[src/rtl/xbank_pkg.sv]
package xbank_pkg;
    localparam int BANK_W   = 8;
    localparam int NUM_REGS = 12;
    localparam int IDX_W    = 4;
    localparam int WIN_W    = 2;
    localparam int SLOT_W   = 3;

    typedef logic [BANK_W-1:0] bank_t;

    typedef struct packed {
        logic             chr_inv;
        logic             prg_swap;
        logic [1:0]       unused;
        logic [IDX_W-1:0] idx;
    } sel_t;

    typedef enum logic [1:0] {
        ACC_NONE,
        ACC_SEL,
        ACC_DATA,
        ACC_MIR
    } acc_t;

    localparam bank_t LAST_BANK = '1;
    localparam bank_t NEXT_LAST = LAST_BANK - bank_t'(1);

    function automatic bank_t power_on(input int i);
        case (i)
            0: power_on = bank_t'(8'h00);
            1: power_on = bank_t'(8'h02);
            2: power_on = bank_t'(8'h04);
            3: power_on = bank_t'(8'h05);
            4: power_on = bank_t'(8'h06);
            5: power_on = bank_t'(8'h07);
            6: power_on = bank_t'(8'h00);
            7: power_on = bank_t'(8'h01);
            8: power_on = NEXT_LAST;
            default: power_on = LAST_BANK;
        endcase
    endfunction

    function automatic acc_t classify(input logic [15:0] a);
        if (!a[15] || a[1]) return ACC_NONE;
        case ({a[14:13], a[0]})
            3'b000:  return ACC_SEL;
            3'b001:  return ACC_DATA;
            3'b010:  return ACC_MIR;
            default: return ACC_NONE;
        endcase
    endfunction
endpackage

[src/rtl/xb_decode.sv]
module xb_decode
    import xbank_pkg::*;
(
    input  logic        clk,
    input  logic        rst,
    input  logic        wr_en,
    input  logic [15:0] wr_addr,
    input  logic [7:0]  wr_data,
    output sel_t        sel_o,
    output logic [1:0]  mir_o,
    output logic        data_we_o
);
    acc_t acc;
    sel_t sel_q;
    logic [1:0] mir_q;

    assign acc = wr_en ? classify(wr_addr) : ACC_NONE;

    always_ff @(posedge clk) begin
        if (rst) begin
            sel_q <= '0;
            mir_q <= 2'b00;
        end else begin
            if (acc == ACC_SEL) sel_q <= sel_t'(wr_data);
            if (acc == ACC_MIR) mir_q <= wr_data[1:0];
        end
    end

    assign sel_o     = sel_q;
    assign mir_o     = mir_q;
    assign data_we_o = (acc == ACC_DATA);

    // a write with A1 set leaves select and arrangement untouched
    p_masked_write_ignored_r1: assert property (@(posedge clk) disable iff (rst)
        (wr_en && wr_addr[15] && wr_addr[1]) |=> ($stable(sel_q) && $stable(mir_q)));

    // arrangement follows a write to $A000
    p_mirror_load_r9: assert property (@(posedge clk) disable iff (rst)
        (wr_en && wr_addr == 16'hA000) |=> (mir_o == $past(wr_data[1:0])));
endmodule

[src/rtl/xb_store.sv]
module xb_store
    import xbank_pkg::*;
(
    input  logic                           clk,
    input  logic                           rst,
    input  logic                           we,
    input  logic [IDX_W-1:0]               idx,
    input  bank_t                          val,
    output logic [NUM_REGS-1:0][BANK_W-1:0] regs_o
);
    logic [NUM_REGS-1:0][BANK_W-1:0] regs_q;

    for (genvar i = 0; i < NUM_REGS; i++) begin : g_reg
        always_ff @(posedge clk) begin
            if (rst)
                regs_q[i] <= power_on(i);
            else if (we && idx == IDX_W'(i))
                regs_q[i] <= val;
        end
    end

    assign regs_o = regs_q;

    // indices past the last register change nothing
    p_high_index_ignored_r3: assert property (@(posedge clk) disable iff (rst)
        (we && idx >= IDX_W'(NUM_REGS)) |=> $stable(regs_q));

    // power-on contents of the fixed-bank and pair registers
    p_poweron_values_r4: assert property (@(posedge clk)
        rst |=> (regs_q[8] == NEXT_LAST && regs_q[9] == LAST_BANK && regs_q[1] == bank_t'(8'h02)));
endmodule

[src/rtl/xb_chr_map.sv]
module xb_chr_map
    import xbank_pkg::*;
(
    input  logic                            clk,
    input  logic                            rst,
    input  logic                            ext_mode,
    input  logic                            chr_inv,
    input  logic [SLOT_W-1:0]               slot,
    input  logic [NUM_REGS-1:0][BANK_W-1:0] regs,
    output bank_t                           chr_o
);
    logic [SLOT_W-1:0] eff;
    bank_t pick;

    assign eff = slot ^ {chr_inv, {(SLOT_W-1){1'b0}}};

    always_comb begin
        if (ext_mode) begin
            case (eff)
                3'd0: pick = regs[0];
                3'd1: pick = regs[10];
                3'd2: pick = regs[1];
                3'd3: pick = regs[11];
                default: pick = regs[32'(eff) - 2];
            endcase
        end else begin
            case (eff)
                3'd0, 3'd1: pick = {regs[0][BANK_W-1:1], eff[0]};
                3'd2, 3'd3: pick = {regs[1][BANK_W-1:1], eff[0]};
                default:    pick = regs[32'(eff) - 2];
            endcase
        end
    end

    assign chr_o = pick;

    // in standard mode the pair slots carry the slot LSB as bank LSB
    p_pair_lsb_r5: assert property (@(posedge clk) disable iff (rst)
        (!ext_mode && !eff[2]) |-> (chr_o[0] == eff[0]));

    // in extended mode slot 1 is served by register 10
    p_ext_slot1_r6: assert property (@(posedge clk) disable iff (rst)
        (ext_mode && eff == 3'd1) |-> (chr_o == regs[10]));
endmodule

[src/rtl/xb_prg_map.sv]
module xb_prg_map
    import xbank_pkg::*;
(
    input  logic                            clk,
    input  logic                            rst,
    input  logic                            ext_mode,
    input  logic                            prg_swap,
    input  logic [WIN_W-1:0]                win,
    input  logic [NUM_REGS-1:0][BANK_W-1:0] regs,
    output bank_t                           prg_o
);
    bank_t low_pick, high_pick, pick;

    always_comb begin
        low_pick  = ext_mode ? regs[8] : NEXT_LAST;
        high_pick = ext_mode ? regs[9] : LAST_BANK;
        case (win)
            2'd0: pick = prg_swap ? low_pick : regs[6];
            2'd1: pick = regs[7];
            2'd2: pick = prg_swap ? regs[6] : low_pick;
            default: pick = high_pick;
        endcase
    end

    assign prg_o = pick;

    // standard mode pins the top window to the last bank
    p_fixed_top_r7: assert property (@(posedge clk) disable iff (rst)
        (!ext_mode && win == 2'd3) |-> (prg_o == LAST_BANK));

    // extended mode lets register 9 drive the top window
    p_ext_top_r8: assert property (@(posedge clk) disable iff (rst)
        (ext_mode && win == 2'd3) |-> (prg_o == regs[9]));
endmodule

[src/rtl/ext_bank_regfile.sv]
module ext_bank_regfile
    import xbank_pkg::*;
(
    input  logic        clk,
    input  logic        rst,
    input  logic        wr_en,
    input  logic [15:0] wr_addr,
    input  logic [7:0]  wr_data,
    input  logic        ext_mode,
    input  logic [1:0]  cpu_win,
    input  logic [2:0]  ppu_slot,
    output logic [7:0]  prg_bank,
    output logic [7:0]  chr_bank,
    output logic [1:0]  mirror
);
    sel_t sel;
    logic data_we;
    logic [NUM_REGS-1:0][BANK_W-1:0] regs;

    xb_decode u_decode (
        .clk       (clk),
        .rst       (rst),
        .wr_en     (wr_en),
        .wr_addr   (wr_addr),
        .wr_data   (wr_data),
        .sel_o     (sel),
        .mir_o     (mirror),
        .data_we_o (data_we)
    );

    xb_store u_store (
        .clk    (clk),
        .rst    (rst),
        .we     (data_we),
        .idx    (sel.idx),
        .val    (bank_t'(wr_data)),
        .regs_o (regs)
    );

    xb_chr_map u_chr (
        .clk      (clk),
        .rst      (rst),
        .ext_mode (ext_mode),
        .chr_inv  (sel.chr_inv),
        .slot     (ppu_slot),
        .regs     (regs),
        .chr_o    (chr_bank)
    );

    xb_prg_map u_prg (
        .clk      (clk),
        .rst      (rst),
        .ext_mode (ext_mode),
        .prg_swap (sel.prg_swap),
        .win      (cpu_win),
        .regs     (regs),
        .prg_o    (prg_bank)
    );
endmodule

[config.mk]
export PLATFORM = sky130hd
export DESIGN_NAME = ext_bank_regfile
export DESIGN_NICKNAME = d
export VERILOG_FILES = /design/src/rtl/xbank_pkg.sv /design/src/rtl/xb_decode.sv /design/src/rtl/xb_store.sv /design/src/rtl/xb_chr_map.sv /design/src/rtl/xb_prg_map.sv /design/src/rtl/ext_bank_regfile.sv
export SDC_FILE = /design/constraint.sdc
export NUM_CORES = 1
export LEC_CHECK = 0
export CORE_UTILIZATION = 40
export CTS_CLUSTER_SIZE = 16
export DETAILED_ROUTE_END_ITERATION = 7
export PLACE_DENSITY = 0.62
export RECOVER_POWER = 25
export SYNTH_ARGS = -nofsm -noshare
export SYNTH_HDL_FRONTEND = slang
export SYNTH_SLANG_ARGS = --single-unit
[constraint.sdc]
create_clock -name clk -period 5 [get_ports clk]
set_input_delay 1.5 -clock clk [delete_from_list [all_inputs] [get_ports clk]]
set_output_delay 1.5 -clock clk [all_outputs]
set_load 0.1 [all_outputs]
After elaboration in Yosys (flattened, before gate mapping)

Index checks and enable logic that the tools add are counted.

Reductions and logical operators: 20
Add/subtract/negate cells: 1
Mux-type cells: 15
Order comparisons: 1
Eq/ne operators: 21
Bitwise operators: 1

Operators with widths:

| kind                                                                           | count |
|---|---|
| 8-bit 2-to-1 mux                                                               | 6 |
| 8-bit binary-select mux with 4-bit select                                      | 1 |
| 32-bit by 5-bit less-than comparator with 1-bit output (second input constant) | 1 |
| 8-bit one-hot mux with 4 select lines                                          | 1 |
| 8-bit one-hot mux with 3 select lines                                          | 1 |
| 4-bit by 3-bit == test with 1-bit output (second input constant)               | 4 |
| 4-bit == test (second input constant)                                          | 4 |
| 8-bit one-hot mux with 2 select lines                                          | 1 |
| 1-bit logical AND                                                              | 12 |
| 3-bit by 2-bit == test with 1-bit output (second input constant)               | 3 |
| 4-bit by 2-bit == test with 1-bit output (second input constant)               | 2 |
| 2-bit == test (second input constant)                                          | 3 |
| 3-bit by 1-bit == test with 1-bit output (second input constant)               | 2 |
| 3-bit logical NOT                                                              | 2 |
| 2-bit 2-to-1 mux                                                               | 3 |
| 2-bit one-hot mux with 3 select lines                                          | 1 |
| 2-bit by 1-bit == test with 1-bit output (second input constant)               | 2 |
| 4-bit by 1-bit == test with 1-bit output (second input constant)               | 1 |
| 4-bit logical NOT                                                              | 1 |
| 2-bit OR reduction                                                             | 2 |
| 3-bit by 2-bit subtractor with 4-bit output (second input constant)            | 1 |
| 3-bit XOR                                                                      | 1 |
| 2-bit logical NOT                                                              | 1 |
| 1-bit logical NOT                                                              | 1 |
| other kinds (2)                                                                | 2 |

Output and inout bits: 18
Bits in registers: 104

Depth between registers and ports, before layout

Depth after elaboration: 7
Depth in mapped cells: 10
Mapped depth without buffers: 7

Hierarchy

A second synthesis with hierarchy kept.

Cell total of the unflattened synthesis: 608
Area, all modules: 6048.3 µm²

By module, submodules not included:

| module     | cells an instance | sequential area each (µm²) | instances | area each (µm²) |
|---|---|---|---|---|
| xb_store   | 362               | 1921.8                     | 1         | 3713.6 |
| xb_chr_map | 125               | 0.0                        | 1         | 1310.0 |
| xb_prg_map | 77                | 0.0                        | 1         | 533.0 |
| xb_decode  | 44                | 200.2                      | 1         | 491.7 |

Least setup slack after synthesis

OpenSTA, ideal clock, no wires.

Path type: in2out
From: input port ppu_slot[2]
To: output port chr_bank[1]
Slack: -1.102 ns
Data arrival time: 4.602 ns
Stages on the path: 9
Required time: 3.500 ns
Path buffers: 2
Cells stage by stage: xor2_1 inv_2 clkbuf_1 ha_1 and2b_1 clkbuf_1 a21o_1 a22oi_1 o221ai_1

Cells in the longest elaborated chain, start to end: 6
Elaborated cells between the ends (all ways): 13
Classes of those cells: add/sub: 1; eq/ne: 3; mux: 5; bitwise: 1; reduce/logical: 3

Ends and longest elaborated chain:

| item                                                                                           | RTL line                           | source |
|---|---|---|
| start, declared                                                                                | ext_bank_regfile.sv:11             | `input logic [2:0] ppu_slot,` |
| 3-bit XOR *                                                                                    | xb_chr_map.sv:15                   | `assign eff = slot ^ {chr_inv, {(SLOT_W-1){1'b0}}};` |
| 3-bit by 2-bit subtractor with 4-bit output                                                    | xb_chr_map.sv:24, xb_chr_map.sv:30 |  |
| 8-bit binary-select mux with 4-bit select                                                      | xb_chr_map.sv:24, xb_chr_map.sv:30 |  |
| 8-bit 2-to-1 mux (implied by the code)                                                         | xb_chr_map.sv:24, xb_chr_map.sv:30 |  |
| 8-bit one-hot mux with 4 select lines or 8-bit one-hot mux with 2 select lines (tied branches) | xb_chr_map.sv:19, xb_chr_map.sv:27 |  |
| 8-bit 2-to-1 mux *                                                                             | xb_chr_map.sv:18                   | `if (ext_mode) begin` |
| end, declared                                                                                  | ext_bank_regfile.sv:13             | `output logic [7:0] chr_bank,` |

Mark *: on every way between the ends. The rest lies on a longest branch, timed or not. The select of a mux whose other input is x is not followed.

Final worst setup path

From: input port ppu_slot[2]
To: output port chr_bank[7]

Same word-level chain as after synthesis.

==> results by group <==
Setup path
  • Setup crit end kind: output port
  • Worst endpoint data arrival time: 3.53 ns
  • Worst R2R End: u_store.regs_o[44]$_SDFFE_PP0P_
  • CP max stage delay: 0.34 ns
  • R2R Setup Slk: 2.85 ns
  • Setup crit start: ppu_slot[2]
  • CP cell instances: buf_8 > xor2_4 > inv_2 > ha_4 > buf_12 > buf_12 > mux4_2 > mux2_4 > a22oi_2 > o221ai_2 > buf_12
  • Reg2Reg Depth: 5
  • Crit-path slowest cell: mux4_2
  • CP most frequent cell: buf_12
  • Critical Path RT: 3.50 ns
  • Critical Path End: chr_bank[7]
  • R2R Path Start: u_decode.sel_o[3]$_SDFFE_PP0N_
  • Delay-heaviest family, CP: multiplexers
  • Critical Path Start Type: primary input
  • Max FO, Critical Path: 4
  • Critical setup path kind: in -> out
  • CP Depth: 11
  • CP Buf/Inv Count: 5

Synthesis
  • FFs w/ async S/R, synth: 0%
  • Syn Nets: 594
  • Post-synth EDFFs: 0
  • Post-Synthesis Cell Area: 5520 µm²
  • Yosys warning count: 0
  • Unique masters post-synth: 57
  • Most common flop cell mapped by yosys: dfxtp_1
  • Post-synth top area cell: dfxtp_1
  • Sequential share of the synthesized area: 37.7%
  • Synth Register Bits: 104
  • Mapped Cells: 559
  • Top area cells in the synthesized netlist: dfxtp_1 (38%), mux2i_1 (12%), mux4_2 (7.8%)
  • Avg Synthesized Cell Area: 9.87 µm²
  • Synth top area share: 37.7%

Finish
  • Final-layout fill cell count: 1236
  • Antenna Cells: 0
  • Area grow syn2layout: 25.0%
  • Fin area: 6900 µm²
  • Nets: 635
  • Post-route insts no fill: 781
  • Share of cells above drive strength 1: 22.5%

Timing
  • Tmin final: 5.03 ns
  • Final period util: 101%
  • Final setup margin: -0.0321 ns
  • Count of pins over their slew limit: 0
  • Worst slew margin: 16.2%
  • Worst-Margin Slew: 1.25 ns
  • # setup viols final: 6
  • Final Hold Viols: 0
  • RSZ-0062 raised after global routing: true
  • Hold WS: 0.454 ns
  • Clock Skew: 0.00655 ns
  • Max Clock Freq: 199 MHz

Die
  • # IOs: 51
  • Core area: 13300 µm²
  • Starting Density: 41.3%
  • Die Wd: 119 µm
  • Die area: 14300 µm²
  • Num rows: 42
  • Die height: 119 µm

Routing
  • DR pass1 iterations: 6
  • DR DRC count: 0
  • Wirelength per Cell: 19.3 µm
  • Routed WL: 15100 µm
  • Initial DRC Count: 333
  • Vias per cell: 5.77
  • Vias: 4504
  • Post-route ant nets: 0

Clock tree
  • Hold-fix buffers, CTS: 0
  • Worst-path clk slew: 0.07 ns
  • Clock sink count: 104
  • H-tree Lvls: 3
  • Clock Latency Late Sink: 0.35 ns
  • CTS root buf: clkbuf_16
  • Clk buf depth: 2
  • Total CTS buffers: 9
  • CTS tree: done

GRT
  • Initial antenna violation count: 0
  • Largest net degree at the start of global routing: 109
  • First-pass GRT wire length: 24000 µm
  • Total global-route track usage: 22.0%
  • Overflow after GRT: 0
  • Vias in the first global route: 4342

Worst hold path
  • WHS Path Cells: 2
  • Tightest Hold Check Type: reg -> reg

Place
  • Setup WS pre-CTS: -0.551 ns
  • PortBufs: 39
  • Routability Congestion: 0.899
  • Post-DP Area: 6410 µm²
  • Final HPWL from detailed placement: 10400 µm
  • Post-Place Cells: 755

Run
  • Total of max-cap violations: 0

Outcome
  • Violated checks: setup timing
  • Status: finished, violations left

Power and ir drop
  • Pwr dens: 281 nW/µm²
  • Pleak: 2.58 nW
  • VDD IR max: 0.173 mV
  • Total power: 1.94 mW
## synthesized netlist by cell type (all sizes together), types with 7 or more instances
cell type / count
mux4: 22
a22oi: 13
mux2: 9
o21ai: 19
nor2b: 30
mux2i: 67
a211o: 29
clkbuf: 31
dfxtp: 104
a21oi: 13
nand3: 7
nand2: 29
nor2: 82
nand2b: 8
buf: 16
nor4: 7
## per-layer routing
| metal | global-route usage [%] | up-vias | wire (µm) |
|---|---|---|---|
| li1 | - | 2135 | - |
| met5 | 0 | - | 0 |
| met4 | 6.56 | 0 | 193 |
| met1 | 29.6 | 2227 | 6940 |
| met2 | 35.8 | 128 | 7110 |
| met3 | 4.07 | 14 | 805 |
## cells by family after synthesis
| group | count (synthesis) | share of synthesized area [%] |
|---|---|---|
| xor+xnor | 2 | 0.318 |
| simple gates | 194 | 19.3 |
| fa+ha+maj | 2 | 0.454 |
| mux | 98 | 23.2 |
| buf+inv | 51 | 4.49 |
| compound gates | 108 | 14.5 |
| flops | 104 | 37.7 |
## where the power goes
group          leakage [nW]  internal [mW]  switching, mW
combinational          1.58          0.138          0.210
clock                 0.158          0.450          0.309
sequential            0.839          0.829        0.00105
total                  2.58           1.42          0.520
## placed cells by master (no fill, tap or decap), types with 3 or more instances in the layout
master           netlist  final
nor3_1                 4      5
nor2b_1               30     30
a31oi_2                0      6
clkbuf_16              0     10
buf_6                  2      3
o211ai_1               5      5
a22o_1                 3      3
nand4_1                1      4
a211o_1               29     29
nand2_1               29     28
nor2_1                82     82
nor4_4                 5      5
clkinv_2               0      3
clkbuf_1              31      4
mux2i_1               67     66
a21oi_1               13     13
o221ai_2               0      6
mux2_4                 0      7
clkdlybuf4s50_1        0     18
nand2b_1               7      7
inv_1                  3      3
buf_12                 1     20
a22oi_2                0      7
buf_4                  4     26
mux4_2                19     20
a22oi_1               13      6
o21ai_0               19     18
dfxtp_1              104    104
a222oi_1               6      6
nand3_1                7      7
nand3b_1               5      5
## how the worst min path moves through the flow
| stage | from | end | slack, ns |
|---|---|---|---|
| final | u_store.regs_o[94]$_SDFFE_PP1P_ | u_store.regs_o[94]$_SDFFE_PP1P_ | 0.45 |
| after global routing | u_store.regs_o[90]$_SDFFE_PP1P_ | u_store.regs_o[90]$_SDFFE_PP1P_ | 0.48 |
| after CTS | u_store.regs_o[94]$_SDFFE_PP1P_ | u_store.regs_o[94]$_SDFFE_PP1P_ | 0.45 |
| after detailed placement | u_store.regs_o[34]$_SDFFE_PP1P_ | u_store.regs_o[34]$_SDFFE_PP1P_ | 0.44 |
| after global placement | u_store.regs_o[94]$_SDFFE_PP1P_ | u_store.regs_o[94]$_SDFFE_PP1P_ | 0.44 |
| after floorplan | u_store.regs_o[94]$_SDFFE_PP1P_ | u_store.regs_o[94]$_SDFFE_PP1P_ | 0.42 |
## per-stage QoR
step	util (%)	setup TNS (ns)
after global routing	51.7	-0.619
after global placement	48.0	-4.05
after CTS	51.5	-0.147
after detailed placement	48.0	-4.12
final	51.7	-0.137
after floorplan	-	-3.02
## sequential cells by signal (all words and copies together) (netlist names)
name,flops
u_store.regs_o,96
u_decode.mir_o,2
u_decode.sel_o,6
## worst reg2reg max path, cell delays in order (launching register included)
cell and delay (ns):
dfxtp_1 0.34, nand2b_1 0.28, nor4b_1 0.39, clkbuf_1 0.65
mux2i_1 0.28, nor2_1 0.06
## cell type report
class | count | area [µm²] | share of cell area (%)
clock buffer | 10 | 239 | 3.46
multi-input combinational | 404 | 3360 | 48.6
tap | 176 | 220 | 3.19
timing repair buffer | 77 | 903 | 13.1
sequential | 104 | 2080 | 30.2
inverter | 4 | 15.0 | 0.218
clock inverter | 6 | 82.6 | 1.20
## timing repair
item | 4_1_cts | 5_1_grt
setup endpoints to repair | 8 | 8
resized for setup | 31 | 6
buffers inserted | 4 | 6
pin swaps | 5 | 4
No activity file was read; power rests on OpenSTA's default activity.
